--- src/rtl/vft_pkg.sv ---
package vft_pkg;
  // control-to-datapath strobes
  typedef struct packed {
    logic frameWrap;   // last cycle of the frame
    logic winStart;    // acknowledge accepted during blanking
    logic frameEn;     // display enabled in the current frame
    logic inActive;    // current line is an active line
  } vft_ctl_t;
endpackage

--- src/rtl/vft_ctrl.sv ---
module vft_ctrl
  import vft_pkg::*;
#(
  parameter int unsigned LINES_PER_FRAME = 262,
  parameter int unsigned ACTIVE_LINES    = 192,
  parameter int unsigned CYCLES_PER_LINE = 57
) (
  input  logic     clk,
  input  logic     rstN,
  input  logic     intAck,
  input  logic     strobeHit,
  output logic     irq,
  output logic     displayActive,
  output vft_ctl_t ctl
);
  localparam int unsigned CW = (CYCLES_PER_LINE > 1) ? $clog2(CYCLES_PER_LINE) : 1;
  localparam int unsigned LW = (LINES_PER_FRAME > 1) ? $clog2(LINES_PER_FRAME) : 1;
  localparam logic [CW-1:0] CYC_LAST  = CW'(CYCLES_PER_LINE - 1);
  localparam logic [LW-1:0] LINE_LAST = LW'(LINES_PER_FRAME - 1);
  localparam logic [LW-1:0] ACT_LAST  = LW'(ACTIVE_LINES - 1);
  localparam logic [LW-1:0] ACT_END   = LW'(ACTIVE_LINES);

  logic [CW-1:0] cycCnt;
  logic [LW-1:0] lineCnt;
  logic          frameEn;
  logic          armNext;
  logic          lineEnd, frameWrap, enterBlank, inActive;

  always_comb begin
    lineEnd    = (cycCnt == CYC_LAST);
    frameWrap  = lineEnd && (lineCnt == LINE_LAST);
    enterBlank = lineEnd && (lineCnt == ACT_LAST);
    inActive   = (lineCnt < ACT_END);
  end

  always_ff @(posedge clk) begin
    if (!rstN) begin
      cycCnt  <= '0;
      lineCnt <= '0;
    end else if (lineEnd) begin
      cycCnt  <= '0;
      lineCnt <= frameWrap ? '0 : lineCnt + LW'(1);
    end else begin
      cycCnt <= cycCnt + CW'(1);
    end
  end

  always_ff @(posedge clk) begin
    if (!rstN)           irq <= 1'b0;
    else if (enterBlank) irq <= 1'b1;
    else if (intAck)     irq <= 1'b0;
  end

  always_ff @(posedge clk) begin
    if (!rstN) begin
      frameEn <= 1'b0;
      armNext <= 1'b0;
    end else if (frameWrap) begin
      frameEn <= armNext || strobeHit;
      armNext <= 1'b0;
    end else if (strobeHit) begin
      armNext <= 1'b1;
    end
  end

  always_comb begin
    displayActive = frameEn && inActive;
    ctl.frameWrap = frameWrap;
    ctl.winStart  = intAck && irq && !inActive;
    ctl.frameEn   = frameEn;
    ctl.inActive  = inActive;
  end

  AST_IRQ_AT_BLANK: assert property (@(posedge clk) disable iff (!rstN)
    $rose(irq) |-> (lineCnt == ACT_END && cycCnt == '0));
  AST_IRQ_HOLD: assert property (@(posedge clk) disable iff (!rstN)
    (irq && !intAck) |=> irq);
  AST_IRQ_FALL_ACK: assert property (@(posedge clk) disable iff (!rstN)
    $fell(irq) |-> $past(intAck));
  AST_DISP_ARMED: assert property (@(posedge clk) disable iff (!rstN)
    $rose(frameEn) |-> ($past(armNext) || $past(strobeHit)));
endmodule

--- src/rtl/vft_dp.sv ---
module vft_dp
  import vft_pkg::*;
#(
  parameter int unsigned ADDR_W      = 16,
  parameter int unsigned DATA_W      = 16,
  parameter int unsigned REG_WINDOW  = 2000,
  parameter int unsigned GFX_WINDOW  = 3780,
  parameter int unsigned STROBE_ADDR = 'h20,
  parameter int unsigned REG_BASE    = 'h0000,
  parameter int unsigned REG_SPAN    = 'h0040,
  parameter int unsigned GFX_BASE    = 'h3800,
  parameter int unsigned GFX_SPAN    = 'h0800
) (
  input  logic              clk,
  input  logic              rstN,
  input  vft_ctl_t          ctl,
  input  logic              cpuValid,
  input  logic              cpuWe,
  input  logic [ADDR_W-1:0] cpuAddr,
  input  logic [DATA_W-1:0] memRdata,
  output logic              regGrant,
  output logic              gfxGrant,
  output logic              regWe,
  output logic              gfxWe,
  output logic [DATA_W-1:0] cpuRdata,
  output logic              strobeHit
);
  localparam int unsigned WW = $clog2(GFX_WINDOW + 1);
  localparam logic [WW-1:0] REG_LIM = WW'(REG_WINDOW);
  localparam logic [WW-1:0] GFX_LIM = WW'(GFX_WINDOW);
  localparam logic [31:0] REG_END = 32'(REG_BASE + REG_SPAN);
  localparam logic [31:0] GFX_END = 32'(GFX_BASE + GFX_SPAN);
  localparam logic [DATA_W-1:0] GATED_PATTERN = '1;

  logic [WW-1:0] winCnt;
  logic          winActive;
  logic          regOpen, gfxOpen;
  logic [31:0]   addrExt;
  logic          inReg, inGfx, passRead;

  always_ff @(posedge clk) begin
    if (!rstN || ctl.frameWrap) begin
      winActive <= 1'b0;
      winCnt    <= '0;
    end else if (ctl.winStart) begin
      winActive <= 1'b1;
      winCnt    <= '0;
    end else if (winActive && winCnt != GFX_LIM) begin
      winCnt <= winCnt + WW'(1);
    end
  end

  always_comb begin
    regOpen  = winActive && (winCnt < REG_LIM);
    gfxOpen  = winActive && (winCnt < GFX_LIM);
    regGrant = !ctl.frameEn || regOpen;
    gfxGrant = !ctl.frameEn || gfxOpen;

    addrExt  = 32'(cpuAddr);
    inReg    = (addrExt >= 32'(REG_BASE)) && (addrExt < REG_END);
    inGfx    = (addrExt >= 32'(GFX_BASE)) && (addrExt < GFX_END);

    regWe     = cpuValid && cpuWe && inReg && regGrant;
    gfxWe     = cpuValid && cpuWe && inGfx && gfxGrant;
    strobeHit = regWe && (addrExt == 32'(STROBE_ADDR));
    passRead  = (inReg && regGrant) || (inGfx && gfxGrant);
    cpuRdata  = passRead ? memRdata : GATED_PATTERN;
  end

  AST_CLOSED_IN_ACTIVE: assert property (@(posedge clk) disable iff (!rstN)
    (ctl.frameEn && ctl.inActive) |-> !(regGrant || gfxGrant));
  AST_REG_INSIDE_GFX: assert property (@(posedge clk) disable iff (!rstN)
    regGrant |-> gfxGrant);
  AST_WIN_NEEDS_ACK: assert property (@(posedge clk) disable iff (!rstN)
    (ctl.frameEn && $rose(gfxGrant)) |-> $past(ctl.winStart));
  AST_REG_CLOSE_STAYS: assert property (@(posedge clk) disable iff (!rstN)
    (ctl.frameEn && $fell(regGrant) && !ctl.frameWrap) |=> !regGrant);
endmodule

--- src/rtl/vblank_frame_timer.sv ---
module vblank_frame_timer
  import vft_pkg::*;
#(
  parameter int unsigned LINES_PER_FRAME = 262,
  parameter int unsigned ACTIVE_LINES    = 192,
  parameter int unsigned CYCLES_PER_LINE = 57,
  parameter int unsigned REG_WINDOW      = 2000,
  parameter int unsigned GFX_WINDOW      = 3780,
  parameter int unsigned ADDR_W          = 16,
  parameter int unsigned DATA_W          = 16,
  parameter int unsigned STROBE_ADDR     = 'h20,
  parameter int unsigned REG_BASE        = 'h0000,
  parameter int unsigned REG_SPAN        = 'h0040,
  parameter int unsigned GFX_BASE        = 'h3800,
  parameter int unsigned GFX_SPAN        = 'h0800
) (
  input  logic              clk,
  input  logic              rstN,
  input  logic              intAck,
  input  logic              cpuValid,
  input  logic              cpuWe,
  input  logic [ADDR_W-1:0] cpuAddr,
  input  logic [DATA_W-1:0] memRdata,
  output logic              irq,
  output logic              displayActive,
  output logic              regGrant,
  output logic              gfxGrant,
  output logic              regWe,
  output logic              gfxWe,
  output logic [DATA_W-1:0] cpuRdata
);
  vft_ctl_t ctl;
  logic     strobeHit;

  vft_ctrl #(
    .LINES_PER_FRAME(LINES_PER_FRAME),
    .ACTIVE_LINES   (ACTIVE_LINES),
    .CYCLES_PER_LINE(CYCLES_PER_LINE)
  ) u_ctrl (
    .clk          (clk),
    .rstN         (rstN),
    .intAck       (intAck),
    .strobeHit    (strobeHit),
    .irq          (irq),
    .displayActive(displayActive),
    .ctl          (ctl)
  );

  vft_dp #(
    .ADDR_W     (ADDR_W),
    .DATA_W     (DATA_W),
    .REG_WINDOW (REG_WINDOW),
    .GFX_WINDOW (GFX_WINDOW),
    .STROBE_ADDR(STROBE_ADDR),
    .REG_BASE   (REG_BASE),
    .REG_SPAN   (REG_SPAN),
    .GFX_BASE   (GFX_BASE),
    .GFX_SPAN   (GFX_SPAN)
  ) u_dp (
    .clk      (clk),
    .rstN     (rstN),
    .ctl      (ctl),
    .cpuValid (cpuValid),
    .cpuWe    (cpuWe),
    .cpuAddr  (cpuAddr),
    .memRdata (memRdata),
    .regGrant (regGrant),
    .gfxGrant (gfxGrant),
    .regWe    (regWe),
    .gfxWe    (gfxWe),
    .cpuRdata (cpuRdata),
    .strobeHit(strobeHit)
  );
endmodule

--- config.mk ---
export PLATFORM = sky130hd
export DESIGN_NAME = vblank_frame_timer
export DESIGN_NICKNAME = d
export VERILOG_FILES = /design/src/rtl/vft_pkg.sv /design/src/rtl/vft_ctrl.sv /design/src/rtl/vft_dp.sv /design/src/rtl/vblank_frame_timer.sv
export SDC_FILE = /design/constraint.sdc
export NUM_CORES = 1
export LEC_CHECK = 0
export ABC_CLOCK_PERIOD_IN_PS = 2500
export BUFFER_PORTS_ARGS = -buffer_cell sky130_fd_sc_hd__buf_4
export CORE_MARGIN = 4
export CORE_UTILIZATION = 50
export CTS_CLUSTER_DIAMETER = 100
export DETAILED_ROUTE_END_ITERATION = 7
export HOLD_SLACK_MARGIN = 0.08
export PLACE_DENSITY = 0.84
export SYNTH_ARGS = -nofsm -noshare
export SYNTH_HDL_FRONTEND = slang
export SYNTH_SLANG_ARGS = --single-unit
--- constraint.sdc ---
create_clock -name clk -period 2.5 [get_ports clk]
set_clock_uncertainty 0.1 [all_clocks]
set_input_delay 0.25 -clock clk [delete_from_list [all_inputs] [get_ports clk]]
set_output_delay 0.25 -clock clk [all_outputs]
set_load 0.02 [all_outputs]
==> qor.yml <==
drv_cap: 0
setup_ws_ns: -0.0635
drtIter0Drc: 58
cts_tree: "yes"
ant_nets: 0
synthMuxAreaShare_pct: 0.647
finish.utilization_pct: 70.8
slew_viol_final: 0
syn_avg_cell_area_um2: 8.53
relSlewSlack_pct: 66.3
drc: 0
cts_hold_buf: 0
die_h_um: 67
place_inst: 309
seq_area_um2: 623
rsz0062_at_grt: "true"
end_kind: "primary output"
cts_root_buf: "clkbuf_4"
cts.sinks: 31
synth_seq_cells: 31
cts_buffers: 5
fin_cells: 320
drive_above_1_share_pct: 30.3
synthSimpleGateAreaFrac_pct: 31.4
syn_nets: 247
h-tree-depth: 2
critical_path_class: "register to primary output"
ys_seq_area_share_pct: 35.7
syn_area_um2: 1740
rows: 21
hpwlAfterDp_um: 3290
setup_tns_ns: -0.824
antenna_found_initial: 0
pin_count: 59
area_delta_synth_final_pct: 35.8
wirelength_um: 4280
synth_cells: 204
fin_crit_ns: 2.56
setup_violations: 16
routed_via_density: 5.47
die_area_um2: 4490
start_util_pct: 52.2
placed_area_um2: 2250
cpPeakStageDelay_ns: 0.53
crit_chain: "or4_4 > or3b_4 > a31oi_4 > buf_6 > o21bai_1 > buf_4"
portBuffers: 58
crit_required_ns: 2.15
p_leak_nw: 1.01
grt_overflow: 0
min_path_type: "primary input to register"
r2r_setup_slack_ns: 0.51
crit_arrival_ns: 2.21
fmax_ghz: 0.390
num_vias: 1750
worst_slew_pin_slew_ns: 0.504
crit_path_top_delay_cell: "or4_4"
finalPower_uw: 957
power.density_nw_per_um2: 405
violations: "setup timing"
max-vdd-ir-drop_mv: 0.310
yosysWarnings: 0
hold_violations: 0
fillCellCount: 269
track_usage_pct: 20.1
dr.pass1.iters: 4
synth-adder-area-share_pct: 4.31
synth_top_family_by_area: "simple AND/OR/NAND/NOR gates"
startpoint_type: "register"
cts_buffer_depth: 2
worstPathMaxFanout: 7
synthFlopType: "dfxtp_1"
grt_pass1_wl_um: 6940
fin_nets: 317
path_clk_slew_ns: 0.09
wl_per_cell_um: 13.4
synth_compound_area_share_pct: 14.2
globalplace.congestion: 0.827
period_share_pct: 103
grt_pass1_vias: 1610
fin_area_um2: 2360
status: "finished with violations"
async_reset_ff_share_pct: 0
die_w_um: 67
diodes: 0
insertion_delay_ns: 0.32
synth-xor-area-share_pct: 10.1
synth_cell_types: 41
core_area_um2: 3340
synth_edf_count: 0
multiInputGateArea_um2: 1060
grt_max_degree: 17
-- cell families (layout without fill, tap and decap cells) --
kind of cell | after synthesis | in the layout
DFF | 31 | 31
adders and majority gates | 6 | 6
xor gates and xnor gates | 20 | 20
muxes | 1 | 1
and+or+nand+nor | 100 | 100
AOI/OAI and AO/OA | 33 | 33
buffers and inverters | 13 | 83
-- worst paths after layout --
path                                                     to                         from  cells past startpoint
worst max register to register  u_dp.winCnt[2]$_SDFFE_PP0P_  u_ctrl.cycCnt[0]$_SDFF_PP0_                      6
worst min register to register  u_ctrl.cycCnt[0]$_SDFF_PP0_  u_ctrl.cycCnt[0]$_SDFF_PP0_                      1
worst min-delay path            u_ctrl.frameEn$_SDFFE_PN0N_                         rstN                      2
worst max-delay path                           cpuRdata[14]  u_dp.winCnt[4]$_SDFFE_PP0P_                      6
-- cells in the mapped netlist, drive strengths merged (2+ instances only) --
library cell	instances	area, um2
a21oi	6	30.0
and3	5	32.5
and4	3	26.3
and4b	2	20.0
buf	2	22.5
clkbuf	5	18.8
dfxtp	31	621
ha	6	75.1
inv	6	22.5
nand2	13	48.8
nand2b	2	12.5
nand3	10	50.1
nand3b	2	15.0
nand4	11	68.8
nor2	30	113
nor2b	3	18.8
nor3	4	20.0
nor3b	2	15.0
nor4	3	18.8
nor4b	2	17.5
nor4bb	2	20.0
o21ai	2	10.0
o21bai	16	120
or3	2	12.5
xnor2	10	87.6
xor2	10	87.6
-- layer usage --
layer  track usage [%]  wire [um]  share of wire [%]  vias up
met1              22.5       1680                 39      803
met5                 0          0                  0        -
met3              7.76        519                 12        7
li1                  -          -                  -      869
met4              8.10         76                1.8        0
met2              33.9       2000                 47       71
-- per-stage QoR --
step                setup slack, ns  hold WS, ns
floorplan                     0.154        0.330
global placement              0.170        0.348
detailed placement            0.147        0.359
CTS                         -0.0578       0.0908
global route                 -0.158        0.102
finish                      -0.0635       0.0984
-- final cells by class --
type,count,share of cell area (%)
timing repair buffer,70,22.6
clock inverter,1,1.27
inverter,6,0.953
multi-input combinational,160,44.7
clock buffer,6,1.75
tap,46,2.44
sequential,31,26.4
-- critical path, delay by kind of cell (launching register included) --
kind	cells	cell delay (ns)
AND/OR/NAND/NOR	2	0.94
flip-flops	1	0.33
buffers and inverters	2	0.32
AO/OA/AOI/OAI	2	0.31
-- layout by cell type (no fill, tap or decap), drive strengths merged, types with 3 or more instances in the layout --
cell type / count
ha: 6
xnor2: 10
clkbuf: 6
nor2b: 3
nor4: 3
buf: 70
nor2: 30
nand2: 13
a21oi: 6
nand3: 10
and3: 5
o21bai: 16
and4: 3
xor2: 10
nor3: 4
dfxtp: 31
inv: 6
nand4: 11
-- state kept, by name, summed over array words and instances, names as in the netlist --
signal,count
u_dp.winCnt,12
u_ctrl.frameEn,1
u_ctrl.irq,1
u_ctrl.cycCnt,6
u_dp.winActive,1
u_ctrl.lineCnt,9
u_ctrl.armNext,1
-- power breakdown --
| group | switching (mW) | internal (mW) |
|---|---|---|
| Combinational | 0.0304 | 0.0536 |
| Clock | 0.165 | 0.206 |
| Sequential | 0.00422 | 0.497 |
| Total | 0.200 | 0.757 |
-- what timing repair did --
| item | 4_1_cts | 5_1_grt |
|---|---|---|
| resized for setup | 3 | 1 |
| pin swaps | 3 | 10 |
| setup buffers | 4 | 0 |
| endpoints found under the setup margin | 17 | 17 |
Note: power is estimated with default switching activity, not from simulation.
